[src/rtl/lfgd_pkg.sv]
package lfgd_pkg;
  localparam int PWD_W   = 32;
  localparam int DATA_W  = 32;
  localparam int ADDR_W  = 3;
  localparam int FRAME_W = 2 + PWD_W + 1 + DATA_W + ADDR_W;
  localparam int LEN_W   = $clog2(FRAME_W + 1);

  typedef enum logic [1:0] {
    CMD_WRITE = 2'd0,
    CMD_READ  = 2'd1,
    CMD_TRACE = 2'd2,
    CMD_WAKE  = 2'd3
  } cmd_e;

  typedef enum logic [2:0] {
    ST_IDLE, ST_SGAP, ST_BON, ST_BGAP, ST_HOLD, ST_RGAP, ST_LISTEN
  } st_e;
endpackage

[src/rtl/lfgd_tick.sv]
module lfgd_tick #(
  parameter int TICK_DIV     = 192,
  parameter bit USE_EXT_TICK = 1'b0
) (
  input  logic clk_i,
  input  logic rst_ni,
  input  logic clr_i,
  input  logic ext_tick_i,
  output logic tick_o
);
  localparam int DW = (TICK_DIV > 1) ? $clog2(TICK_DIV) : 1;
  localparam logic [DW-1:0] LAST = DW'(TICK_DIV - 1);

  logic [DW-1:0] cnt_q;
  logic          div_tick;

  assign div_tick = (cnt_q == LAST);

  always_ff @(posedge clk_i or negedge rst_ni) begin
    if (!rst_ni)       cnt_q <= '0;
    else if (clr_i)    cnt_q <= '0;
    else if (div_tick) cnt_q <= '0;
    else               cnt_q <= cnt_q + 1'b1;
  end

  always_comb tick_o = USE_EXT_TICK ? ext_tick_i : div_tick;


  div_range_chk: assert property (@(posedge clk_i) disable iff (!rst_ni)
    cnt_q <= LAST);


  div_spacing_chk: assert property (@(posedge clk_i) disable iff (!rst_ni)
    (TICK_DIV > 1 && div_tick) |=> !div_tick);
endmodule

[src/rtl/lfgd_frame.sv]
module lfgd_frame
  import lfgd_pkg::*;
(
  input  cmd_e                cmd_i,
  input  logic                pwd_en_i,
  input  logic [PWD_W-1:0]    pwd_i,
  input  logic [DATA_W-1:0]   data_i,
  input  logic [ADDR_W-1:0]   addr_i,
  output logic [FRAME_W-1:0]  frame_o,
  output logic [LEN_W-1:0]    len_o
);
  // frame is left aligned: first bit on the wire is frame_o[FRAME_W-1]
  always_comb begin
    frame_o = '0;
    len_o   = '0;
    unique case (cmd_i)
      CMD_WRITE: begin
        if (pwd_en_i) begin
          frame_o = {2'b10, pwd_i, 1'b0, data_i, addr_i};
          len_o   = LEN_W'(2 + PWD_W + 1 + DATA_W + ADDR_W);
        end else begin
          frame_o = {2'b10, 1'b0, data_i, addr_i, {PWD_W{1'b0}}};
          len_o   = LEN_W'(2 + 1 + DATA_W + ADDR_W);
        end
      end
      CMD_READ: begin
        if (pwd_en_i) begin
          frame_o = {2'b10, pwd_i, 1'b0, addr_i, {DATA_W{1'b0}}};
          len_o   = LEN_W'(2 + PWD_W + 1 + ADDR_W);
        end else begin
          frame_o = {2'b10, 1'b0, addr_i, {(PWD_W + DATA_W){1'b0}}};
          len_o   = LEN_W'(2 + 1 + ADDR_W);
        end
      end
      CMD_WAKE: begin
        frame_o = {2'b10, pwd_i, {(1 + DATA_W + ADDR_W){1'b0}}};
        len_o   = LEN_W'(2 + PWD_W);
      end
      default: begin
        frame_o = {2'b11, {(FRAME_W - 2){1'b0}}};
        len_o   = LEN_W'(2);
      end
    endcase
  end
endmodule

[src/rtl/lfgd_seq.sv]
module lfgd_seq
  import lfgd_pkg::*;
#(
  parameter int START_GAP = 31,
  parameter int WRITE_GAP = 20,
  parameter int BIT0_ON   = 18,
  parameter int BIT1_ON   = 50,
  parameter int PROG_HOLD = 2500,
  parameter int READ_GAP  = 52
) (
  input  logic               clk_i,
  input  logic               rst_ni,
  input  logic               tick_i,
  input  logic               start_i,
  input  cmd_e               cmd_i,
  input  logic [FRAME_W-1:0] frame_i,
  input  logic [LEN_W-1:0]   len_i,
  output logic               accept_o,
  output logic               field_o,
  output logic               busy_o,
  output logic               done_o,
  output logic               rx_open_o
);
  localparam int TMAX = START_GAP + WRITE_GAP + BIT0_ON + BIT1_ON + PROG_HOLD + READ_GAP;
  localparam int TW   = $clog2(TMAX + 1);

  st_e                st_q;
  logic [TW-1:0]      tmr_q;
  logic [FRAME_W-1:0] frame_q;
  logic [LEN_W-1:0]   left_q;
  logic               wr_q, field_q, done_q, rx_q;

  function automatic logic [TW-1:0] on_len(input logic b);
    return b ? TW'(BIT1_ON - 1) : TW'(BIT0_ON - 1);
  endfunction

  assign busy_o   = (st_q != ST_IDLE) && (st_q != ST_LISTEN);
  assign accept_o = start_i && !busy_o;

  always_ff @(posedge clk_i or negedge rst_ni) begin
    if (!rst_ni) begin
      st_q    <= ST_IDLE;
      tmr_q   <= '0;
      frame_q <= '0;
      left_q  <= '0;
      wr_q    <= 1'b0;
      field_q <= 1'b0;
      done_q  <= 1'b0;
      rx_q    <= 1'b0;
    end else begin
      done_q <= 1'b0;
      if (accept_o) begin
        st_q    <= ST_SGAP;
        tmr_q   <= TW'(START_GAP - 1);
        frame_q <= frame_i;
        left_q  <= len_i;
        wr_q    <= (cmd_i == CMD_WRITE);
        field_q <= 1'b0;
        rx_q    <= 1'b0;
      end else if (tick_i && busy_o) begin
        if (tmr_q != '0) begin
          tmr_q <= tmr_q - 1'b1;
        end else begin
          unique case (st_q)
            ST_SGAP, ST_BGAP: begin
              st_q    <= ST_BON;
              field_q <= 1'b1;
              tmr_q   <= on_len(frame_q[FRAME_W-1]);
            end
            ST_BON: begin
              if (left_q == LEN_W'(1)) begin
                st_q  <= wr_q ? ST_HOLD : ST_RGAP;
                tmr_q <= wr_q ? TW'(PROG_HOLD - 1) : TW'(READ_GAP - 1);
              end else begin
                st_q    <= ST_BGAP;
                field_q <= 1'b0;
                tmr_q   <= TW'(WRITE_GAP - 1);
                frame_q <= frame_q << 1;
                left_q  <= left_q - 1'b1;
              end
            end
            ST_HOLD: begin
              st_q    <= ST_IDLE;
              field_q <= 1'b0;
              done_q  <= 1'b1;
            end
            ST_RGAP: begin
              st_q   <= ST_LISTEN;
              rx_q   <= 1'b1;
              done_q <= 1'b1;
            end
            default: st_q <= ST_IDLE;
          endcase
        end
      end
    end
  end

  assign field_o   = field_q;
  assign done_o    = done_q;
  assign rx_open_o = rx_q;


  cmd_starts_dark_chk: assert property (@(posedge clk_i) disable iff (!rst_ni)
    $rose(busy_o) |-> !field_q);


  gap_dark_chk: assert property (@(posedge clk_i) disable iff (!rst_ni)
    (st_q == ST_BGAP) |-> !field_q);


  write_ends_dark_chk: assert property (@(posedge clk_i) disable iff (!rst_ni)
    (done_q && !rx_q) |-> !field_q);


  rx_needs_field_chk: assert property (@(posedge clk_i) disable iff (!rst_ni)
    rx_q |-> field_q);


  busy_ignore_chk: assert property (@(posedge clk_i) disable iff (!rst_ni)
    (busy_o && start_i && !tick_i) |=> ($stable(left_q) && $stable(tmr_q) && $stable(wr_q)));


  busy_end_done_chk: assert property (@(posedge clk_i) disable iff (!rst_ni)
    $fell(busy_o) |-> done_q);


  done_pulse_chk: assert property (@(posedge clk_i) disable iff (!rst_ni)
    done_q |=> !done_q);


  frame_len_chk: assert property (@(posedge clk_i) disable iff (!rst_ni)
    left_q <= LEN_W'(FRAME_W));
endmodule

[src/rtl/lf_gap_downlink.sv]
module lf_gap_downlink
  import lfgd_pkg::*;
#(
  parameter int TICK_DIV     = 192,
  parameter bit USE_EXT_TICK = 1'b0,
  parameter int START_GAP    = 31,
  parameter int WRITE_GAP    = 20,
  parameter int BIT0_ON      = 18,
  parameter int BIT1_ON      = 50,
  parameter int PROG_HOLD    = 2500,
  parameter int READ_GAP     = 52
) (
  input  logic              clk_i,
  input  logic              rst_ni,
  input  logic              tick_i,
  input  logic              start_i,
  input  logic [1:0]        cmd_i,
  input  logic              pwd_en_i,
  input  logic [PWD_W-1:0]  pwd_i,
  input  logic [DATA_W-1:0] data_i,
  input  logic [ADDR_W-1:0] addr_i,
  output logic              field_o,
  output logic              busy_o,
  output logic              done_o,
  output logic              rx_open_o
);
  cmd_e               cmd;
  logic [FRAME_W-1:0] frame;
  logic [LEN_W-1:0]   len;
  logic               tick, accept;

  assign cmd = cmd_e'(cmd_i);

  lfgd_tick #(.TICK_DIV(TICK_DIV), .USE_EXT_TICK(USE_EXT_TICK)) u_tick (
    .clk_i      (clk_i),
    .rst_ni     (rst_ni),
    .clr_i      (accept),
    .ext_tick_i (tick_i),
    .tick_o     (tick)
  );

  lfgd_frame u_frame (
    .cmd_i    (cmd),
    .pwd_en_i (pwd_en_i),
    .pwd_i    (pwd_i),
    .data_i   (data_i),
    .addr_i   (addr_i),
    .frame_o  (frame),
    .len_o    (len)
  );

  lfgd_seq #(
    .START_GAP (START_GAP),
    .WRITE_GAP (WRITE_GAP),
    .BIT0_ON   (BIT0_ON),
    .BIT1_ON   (BIT1_ON),
    .PROG_HOLD (PROG_HOLD),
    .READ_GAP  (READ_GAP)
  ) u_seq (
    .clk_i     (clk_i),
    .rst_ni    (rst_ni),
    .tick_i    (tick),
    .start_i   (start_i),
    .cmd_i     (cmd),
    .frame_i   (frame),
    .len_i     (len),
    .accept_o  (accept),
    .field_o   (field_o),
    .busy_o    (busy_o),
    .done_o    (done_o),
    .rx_open_o (rx_open_o)
  );
endmodule

[config.mk]
export PLATFORM = sky130hd
export DESIGN_NAME = lf_gap_downlink
export DESIGN_NICKNAME = d
export VERILOG_FILES = /design/src/rtl/lfgd_pkg.sv /design/src/rtl/lfgd_tick.sv /design/src/rtl/lfgd_frame.sv /design/src/rtl/lfgd_seq.sv /design/src/rtl/lf_gap_downlink.sv
export SDC_FILE = /design/constraint.sdc
export NUM_CORES = 1
export LEC_CHECK = 0
export ABC_AREA = 0
export BUFFER_PORTS_ARGS = -buffer_cell sky130_fd_sc_hd__buf_2
export CAP_MARGIN = 20
export CORE_MARGIN = 8
export CORE_UTILIZATION = 48
export CTS_CLUSTER_DIAMETER = 120
export DETAILED_ROUTE_END_ITERATION = 10
export GPL_TIMING_DRIVEN = 0
export PLACE_DENSITY = 0.66
export SYNTH_ARGS = -nofsm -noshare
export SYNTH_HDL_FRONTEND = slang
export SYNTH_SLANG_ARGS = --single-unit
[constraint.sdc]
create_clock -name clk_i -period 6 [get_ports clk_i]
set_input_delay 0.3 -clock clk_i [delete_from_list [all_inputs] [get_ports clk_i]]
set_output_delay 0.3 -clock clk_i [all_outputs]
set_load 0.005 [all_outputs]
======== After elaboration in Yosys (flattened, before gate mapping) ========
Index checks and enable logic that the tools add are counted.
word-level totals
  register bits after elaboration ......... 104
  logic and storage cells ................. 88
operators by class
  add/subtract/negate cells ............... 3
  muxes and demuxes ....................... 44
  equal/unequal tests ..................... 13
  reduce and logical (&&, ||, !) cells .... 19
operators with widths
  cell                   count
  $mux 70                5
  $pmux 70 s3            1
  $mux 68                2
  $mux 12                5
  $mux 7                 6
  $pmux 12 s2            1
  $pmux 7 s3             1
  $mux 8                 2
  $mux 1                 13
  $mux 3                 4
  $mux 6                 2
  $reduce_bool 12->1     1
  $sub 12x1->12 const B  1
  $pmux 3 s3             1
  $add 8x1->8 const B    1
  $eq 8x8->1 const B     1
  $reduce_and 4->1       2
  $reduce_bool 4->1      2
  $eq 7x1->1 const B     1
  $sub 7x1->7 const B    1
  $eq 3x2->1 const B     2
  $eq 3x3->1 const B     2
  $ne 3x3->1 const B     2
  $reduce_bool 2->1      3
  12 further kinds       17

======== Logic depth before layout (Yosys ltp) ========
Gate-level depths: netlist of run 1.
  depth after elaboration ................. 6
  gate-level depth with buffers ........... 10
  mapped depth without buffers ............ 7

======== Hierarchy ========
Synthesis of run 1 repeated with hierarchy kept, for this count alone.
second synthesis, totals
  cell total of the unflattened synthesis .. 653
  area, all modules ....................... 6283.5 µm²
modules (own cells, without submodules)
  module      cells each  area an instance (µm²)  seq. area each (µm²)  times used
  lfgd_seq    432         4609.4                  2402.3                1
  lfgd_frame  184         1295.0                  0.0                   1
  lfgd_tick   37          379.1                   200.2                 1

======== Worst setup path after synthesis of run 1 ========
No wires, ideal clock.
  path kind ............................... register to register
  start point ............................. reg u_seq.tmr_q[0]
  end point ............................... reg u_seq.frame_q[28]
  stages on the path, launching flop included .. 10
  path slack .............................. 3.693 ns
  arrival time ............................ 2.181 ns
  period minus slack after synthesis ...... 2.307 ns
  data required time ...................... 5.874 ns
  cells stage by stage .................... dfrtp_1 -> inv_1 -> ha_1 -> nor4b_2 -> nand4b_1 -> or3_4 -> buf_6 -> buf_6 -> and3_1 -> a221o_1
on the way
  word-level cells in the longest chain between the ends .. 3
ends and longest elaborated chain
  item                               RTL line        source
  start, declared                    lfgd_seq.sv:28  logic [TW-1:0] tmr_q;
  start signal, assigned             lfgd_seq.sv:54  tmr_q <= TW'(START_GAP - 1);
  start signal, assigned             lfgd_seq.sv:62  tmr_q <= tmr_q - 1'b1;
  start signal, assigned             lfgd_seq.sv:68  tmr_q <= on_len(frame_q[FRAME_W-1]);
  $reduce_bool 12->1                 lfgd_seq.sv:61  if (tmr_q != '0) begin
  $ne 2x2->1 (no source line)        -
  $reduce_and 4->1 (no source line)  -
  end signal, assigned               lfgd_seq.sv:55  frame_q <= frame_i;
  end signal, assigned               lfgd_seq.sv:78  frame_q <= frame_q << 1;
  end, declared                      lfgd_seq.sv:29  logic [FRAME_W-1:0] frame_q;
Every way passes these cells.
A chain may end at the register's enable or synchronous reset.

======== Worst setup path in the final report of run 1 ========
  start point ............................. reg u_seq.tmr_q[0]
  end point ............................... reg u_seq.frame_q[50]
Same word-level chain as after synthesis.

==> results of run 1 <==
[worst max-delay path, delay by kind of cell (launching register included)]
kind,cells,cell delay [ns]
buffers and inverters,3,0.73
and+or+nand+nor,3,1.33
AOI/OAI and AO/OA,2,0.19
adders and majority gates,1,0.15
DFF,1,0.42
[kinds of logic (layout without fill, tap and decap cells)]
kind of cell    after synthesis  count (layout)  share of synthesized area
simple gates                170             170                      0.164
compound gates              202             202                      0.267
flops                       104             104                      0.481
buf+inv                      59             150                     0.0492
fa+ha+maj                     6               6                     0.0134
mux                           3               3                    0.00578
xor+xnor                     11              11                     0.0192
[routing by layer]
| layer | wire [um] | vias up |
|---|---|---|
| li1 | - | 2292 |
| met1 | 6580 | 2381 |
| met2 | 7150 | 204 |
| met3 | 962 | 20 |
| met4 | 234 | 2 |
| met5 | 8 | - |
[power groups by stage]
stage	registers (uW)	logic, uW	clock network (uW)
CTS	701	77.9	613
floorplan	714	25.0	0
global route	700	86.0	637
detailed placement	714	77.8	0
finish	701	77.1	605
global placement	714	74.4	0
[flip-flops by register name, summed over array words and instances, names as in the netlist]
register / cells
u_seq.left_q: 7
u_seq.tmr_q: 12
u_seq.done_o: 1
u_seq.st_q: 3
u_seq.wr_q: 1
u_tick.cnt_q: 8
u_seq.field_o: 1
u_seq.frame_q: 70
u_seq.rx_open_o: 1
[per-stage QoR]
stage               total power, uW  worst slack [ns]  cell area [sq um]  cells
floorplan                       739              3.69               5410    555
global placement                789              3.24               5960    770
detailed placement              792              3.14               5990    771
CTS                            1390              3.12               6290    786
global route                   1420              2.88               6290    786
finish                         1380              3.11               6290    786
[cell usage in the layout, fill, tap and decap left out, types with 6 or more instances in the layout]
| cell type | n |
|---|---|
| nor2_1 | 59 |
| o22ai_1 | 29 |
| nand3_1 | 8 |
| clkbuf_16 | 9 |
| a22oi_1 | 34 |
| and3_1 | 34 |
| nand2_1 | 20 |
| buf_2 | 80 |
| a22o_1 | 8 |
| nor4_1 | 6 |
| nor3_1 | 14 |
| a21oi_1 | 43 |
| o21ai_0 | 21 |
| dfrtp_1 | 104 |
| inv_1 | 11 |
| a221o_1 | 36 |
| o22a_1 | 6 |
| clkbuf_1 | 35 |
[area by class of cell]
type / instances / share of cell area
Buffer: 48 / 0.0358
Clock buffer: 11 / 0.0402
Clock inverter: 4 / 0.00835
Inverter: 11 / 0.00656
Multi-Input combinational cell: 392 / 0.404
Sequential cell: 104 / 0.414
Tap cell: 140 / 0.0278
Timing Repair Buffer: 76 / 0.0632
[worst paths after layout]
kind                                                      end  cells past startpoint
max in group asynchronous        u_seq.frame_q[9]$_DFFE_PN0P_                      2
worst max-delay path            u_seq.frame_q[50]$_DFFE_PN0P_                      9
worst min register to register      u_tick.cnt_q[0]$_DFF_PN0_                      1
worst min-delay path            u_seq.frame_q[37]$_DFFE_PN0P_                      1
min in group clk_i              u_seq.frame_q[21]$_DFFE_PN0P_                      2
worst max register to register  u_seq.frame_q[50]$_DFFE_PN0P_                      9
==> impl_metrics.yaml, run 1 <==
run_status:
  status: "finished, final reports clean"
placement:
  io_buffer_count: 75
  hpwlAfterDp_um: 10700
  routabilityCongestion: 0.844
setup_path:
  worstSetupStartpointType: "register"
  end_kind: "register"
  critPathMostFrequentCell: "buf_2"
  worstReg2RegStart: "u_seq.tmr_q[0]$_DFFE_PN0P_"
  crit_required_ns: 6.26
  cp.arrival_ns: 3.16
  cp_slowest_cell: "nor3_2"
  r2r_setup_slack_ns: 3.11
  crit_fanout: 10
  startpoint: "u_seq.tmr_q[0]$_DFFE_PN0P_"
  criticalPathCategory: "reg -> reg"
  crit_chain: "inv_1 -> ha_1 -> nor4b_2 -> nand4b_1 -> nor3_2 -> buf_2 -> buf_2 -> a21oi_1 -> o22ai_1"
  worst_path_largest_cell_delay_ns: 0.71
sta:
  hold_viol_final: 0
  slew_headroom: 0.429
  tns_ns: 0
  slew_viol_final: 0
  setup_viol: 0
  tightest_slew_ns: 0.857
  max_freq_mhz: 346
  whs_ns: 0.0800
  fin_crit_ns: 2.89
  period_share: 0.482
  grt_setup_unrepaired: "false"
  finClkSkew_ns: 0.00913
routing:
  drc_errors: 0
  drtIter0Drc: 456
  ant_nets: 0
  vias: 4899
  first_pass_iters: 5
  wl_per_cell_um: 19.0
  viasPerCell: 6.23
  wirelength_um: 14900
global_route:
  grt_pass1_wl_um: 24700
  grt-ovfl-total: 0
  antenna_found_initial: 1
  met1_usage: 0.265
  grt_usage: 0.206
  grt_max_degree: 67
  use_met3: 0.0500
  grt_util_met2: 0.334
  top_usage_layer: "met2"
  grt_pass1_vias: 4936
layout:
  syn_to_final_growth_pct: 16.2
  fillers: 988
  num_antenna_cells: 0
  fin_nets: 721
  utilization: 0.575
  seqCellArea_sq_mm: 0.00260
  drive_gt1_frac: 0.176
  multi_input_area_sq_mm: 0.00254
clock_tree:
  hold_buffers: 0
  cts_max_level: 3
  cts_tree: "done"
  insertion_delay_ns: 0.34
  cts_setup_buffers: 0
  clkSinkCount: 104
  clk_pin_slew_worst_paths_ns: 0.07
  cts_root_buffer: "clkbuf_16"
  post_cts_resized: 0
  numCtsBuffers: 9
  clk_path_buf_depth: 2
logic_synthesis:
  synth_top_area_cell: "dfrtp_1"
  ys_types: 62
  seq_area_frac_synth: 0.481
  synth.net_count: 634
  syn_inst: 555
  synthTopCellsByCount: "dfrtp_1, nor2_1, a21oi_1"
  synth_most_common_cell: "dfrtp_1"
  synth.area.top_cells: "dfrtp_1, a221o_1, a22oi_1"
  yosys.area.top_type_share: 0.481
  synth_edf_count: 0
  synth_area_sq_mm: 0.00541
  synth_seq_cells: 104
  yosysWarnings: 0
  synth_top_flop_cell: "dfrtp_1"
  async_flop_share: 1.00
  avgSynthCellArea_sq_um: 9.75
floorplan:
  start_util: 0.495
  rows: 38
  num_io_pins: 78
  core_area_sq_mm: 0.0109
  design.die.area_sq_mm: 0.0149
  dieHeight_um: 122
  die_width_um: 122
pwr:
  power.switching_uw: 306
  pwr-share-clk: 0.438
  seq_power_share: 0.507
  pwr-share-comb: 0.056
  power_per_cell_area_mw_per_mm2: 220
  intPower_uw: 1080
  switching_share: 0.221
  peakVddDrop_uv: 146
  leakage_uw: 0.00297
min_path:
  hp-class: "in -> async"
run:
  cap_viol_max_count: 0
No activity file was read; power rests on OpenSTA's default activity.
==> run 2, diff against run 1 <==
Settings changed: PLACE_DENSITY 0.66 to 0.68.
Clock period 6 ns to 2.6 ns, I/O delays scaled along.
==> run 2 against run 1 <==
Total power is 130% higher. Critical endpoint is now u_seq.frame_q[33]$_DFFE_PN0P_. Critical path type unchanged. Clock power is 130% higher. Combinational power is 130% higher. Utilization is 0.72 points higher. Highest routed layer unchanged. Register-to-register slack worse by 3.0 ns.
==> impl_metrics.yaml, run 2 (same netlist as run 1, synthesis figures left out) <==
min_path:
  worstHoldEndpoint: "u_seq.frame_q[17]$_DFFE_PN0P_"
  hp-start: "data_i[14]"
  min_path_cells: 2
  hp-class: "in -> reg"
layout:
  layout_commonest_cell: "dfrtp_1"
  num_antenna_cells: 0
  regMostFlops: "u_seq.frame_q"
  largestRegisters: "u_seq.frame_q x70, u_seq.tmr_q x12, u_tick.cnt_q x8"
  seqCellArea_sq_mm: 0.00260
  syn_to_final_growth_pct: 17.7
  fillers: 973
  stdcell_area_sq_mm: 0.00637
  multi_input_area_sq_mm: 0.00257
  fin_nets: 726
  final_cell_mix: "dfrtp_1, buf_2, nor2_1"
  largest_reg_flops: 70
  drive_gt1_frac: 0.190
pwr:
  power_uw: 3190
  power.switching_uw: 697
  leakage_uw: 0.00302
  pwr-share-comb: 0.057
  pwr-share-clk: 0.436
  switching_share: 0.219
  power_per_cell_area_mw_per_mm2: 501
  peakVddDrop_uv: 466
  seq_power_share: 0.507
  intPower_uw: 2490
setup_path:
  worstReg2RegStart: "u_seq.left_q[2]$_DFFE_PN0P_"
  worstSetupStartpointType: "register"
  crit_fanout: 8
  worst_path_largest_cell_delay_ns: 0.62
  critPathMostFrequentCell: "buf_4"
  r2r_setup_slack_ns: 0.13
  criticalPathCategory: "reg -> reg"
  crit_required_ns: 2.88
  end_kind: "register"
  reg2regPathDepth: 7
  path_delay_family: "simple AND/OR/NAND/NOR gates"
  regToRegEndpoint: "u_seq.frame_q[33]$_DFFE_PN0P_"
  crit_chain: "or4_1 -> o21ai_2 -> nor3_4 -> buf_4 -> buf_4 -> nor2_1 -> a221o_1"
  cp_slowest_cell: "or4_1"
  worst-path-buf-inv: 2
  cp.arrival_ns: 2.74
clock_tree:
  cts_max_level: 3
  numCtsBuffers: 9
  clk_path_buf_depth: 2
  clkSinkCount: 104
  cts_tree: "done"
  cts_root_buffer: "clkbuf_16"
  insertion_delay_ns: 0.34
  clk_pin_slew_worst_paths_ns: 0.07
placement:
  io_buffer_count: 75
  postPlaceCellArea_sq_mm: 0.00599
  routabilityCongestion: 0.843
  post-place-ws_ns: -0.196
  hpwlAfterDp_um: 10700
sta:
  setup_viol: 0
  tightest_slew_ns: 0.701
  max_freq_mhz: 405
  fin_ws_ns: 0.134
  period_share: 0.949
  fin_crit_ns: 2.47
  finClkSkew_ns: 0.00636
  slew_headroom: 0.532
  slew_viol_final: 0
  grt_setup_unrepaired: "true"
  hold_viol_final: 0
floorplan:
  core_area_sq_mm: 0.0109
  rows: 38
  dieHeight_um: 122
  die_width_um: 122
  num_io_pins: 78
  design.die.area_sq_mm: 0.0149
  start_util: 0.495
routing:
  wl_per_cell_um: 19.0
  drtIter0Drc: 477
  first_pass_iters: 5
  wirelength_um: 15100
  drc_errors: 0
  vias: 4880
  ant_nets: 0
  viasPerCell: 6.16
global_route:
  antenna_found_initial: 2
  grt_max_degree: 54
  grt_pass1_wl_um: 24300
  grt_pass1_vias: 4896
  grt_usage: 0.201
  grt-ovfl-total: 0
run:
  cap_viol_max_count: 0
run_status:
  status: "finished, final reports clean"
run 2: layout make-up:
class | count | area share
Clock buffer | 14 | 0.0414
Multi-Input combinational cell | 392 | 0.403
Tap cell | 140 | 0.0275
Timing Repair Buffer | 82 | 0.0711
Buffer | 47 | 0.0357
Clock inverter | 2 | 0.00589
Inverter | 11 | 0.00648
Sequential cell | 104 | 0.409
run 2: worst max-delay path by stage:
| stage | start | endpoint | slack (ns) | cells after the start |
|---|---|---|---|---|
| floorplan | u_seq.tmr_q[0]$_DFFE_PN0P_ | u_seq.frame_q[28]$_DFFE_PN0P_ | 0.29 | 9 |
| global placement | u_seq.tmr_q[0]$_DFFE_PN0P_ | u_seq.frame_q[48]$_DFFE_PN0P_ | -0.15 | 9 |
| detailed placement | u_seq.tmr_q[0]$_DFFE_PN0P_ | u_seq.frame_q[46]$_DFFE_PN0P_ | -0.20 | 9 |
| CTS | u_seq.st_q[2]$_DFFE_PN0P_ | u_seq.frame_q[59]$_DFFE_PN0P_ | 0.04 | 8 |
| global route | u_seq.st_q[2]$_DFFE_PN0P_ | u_seq.tmr_q[10]$_DFFE_PN0P_ | -0.004 | 7 |
| finish | u_seq.left_q[2]$_DFFE_PN0P_ | u_seq.frame_q[33]$_DFFE_PN0P_ | 0.13 | 7 |
run 2: timing repair:
item                                    in CTS  in global routing
resized for setup                            1                 13
pin swaps                                    0                  1
hold buffers                                 1                  0
hold endpoints to repair                    52                  0
setup buffers                                2                  3
endpoints found under the setup margin      65                 69
cloned                                       0                  0
run 2: stage by stage:
| stage | cells | util | setup TNS [ns] | hold slack (ns) |
|---|---|---|---|---|
| 6_report | 792 | 0.582 | 0 | 0.0346 |
| 4_1_cts | 790 | 0.578 | 0 | 0.0240 |
| 3_3_place_gp | 770 | 0.545 | -3.47 | 0.376 |
| 5_1_grt | 792 | 0.582 | -0.00412 | 0.0310 |
| 2_1_floorplan | 555 | - | 0 | -0.166 |
| 3_5_place_dp | 771 | 0.548 | -4.97 | 0.228 |
run 2: layer usage:
layer | vias to the layer above | GRT usage | part of all wire
li1 | 2301 | - | -
met1 | 2399 | 0.265 | 0.45
met2 | 156 | 0.327 | 0.48
met3 | 20 | 0.0453 | 0.053
met4 | 4 | 0.0526 | 0.0096
met5 | - | 0 | 0.0015
run 2: power by group through the flow:
stage	clock network, uW	registers [uW]	logic (uW)
CTS	1410	1620	181
global placement	0	1650	171
finish	1390	1620	180
detailed placement	0	1650	180
floorplan	0	1650	57.7
global route	1470	1620	200
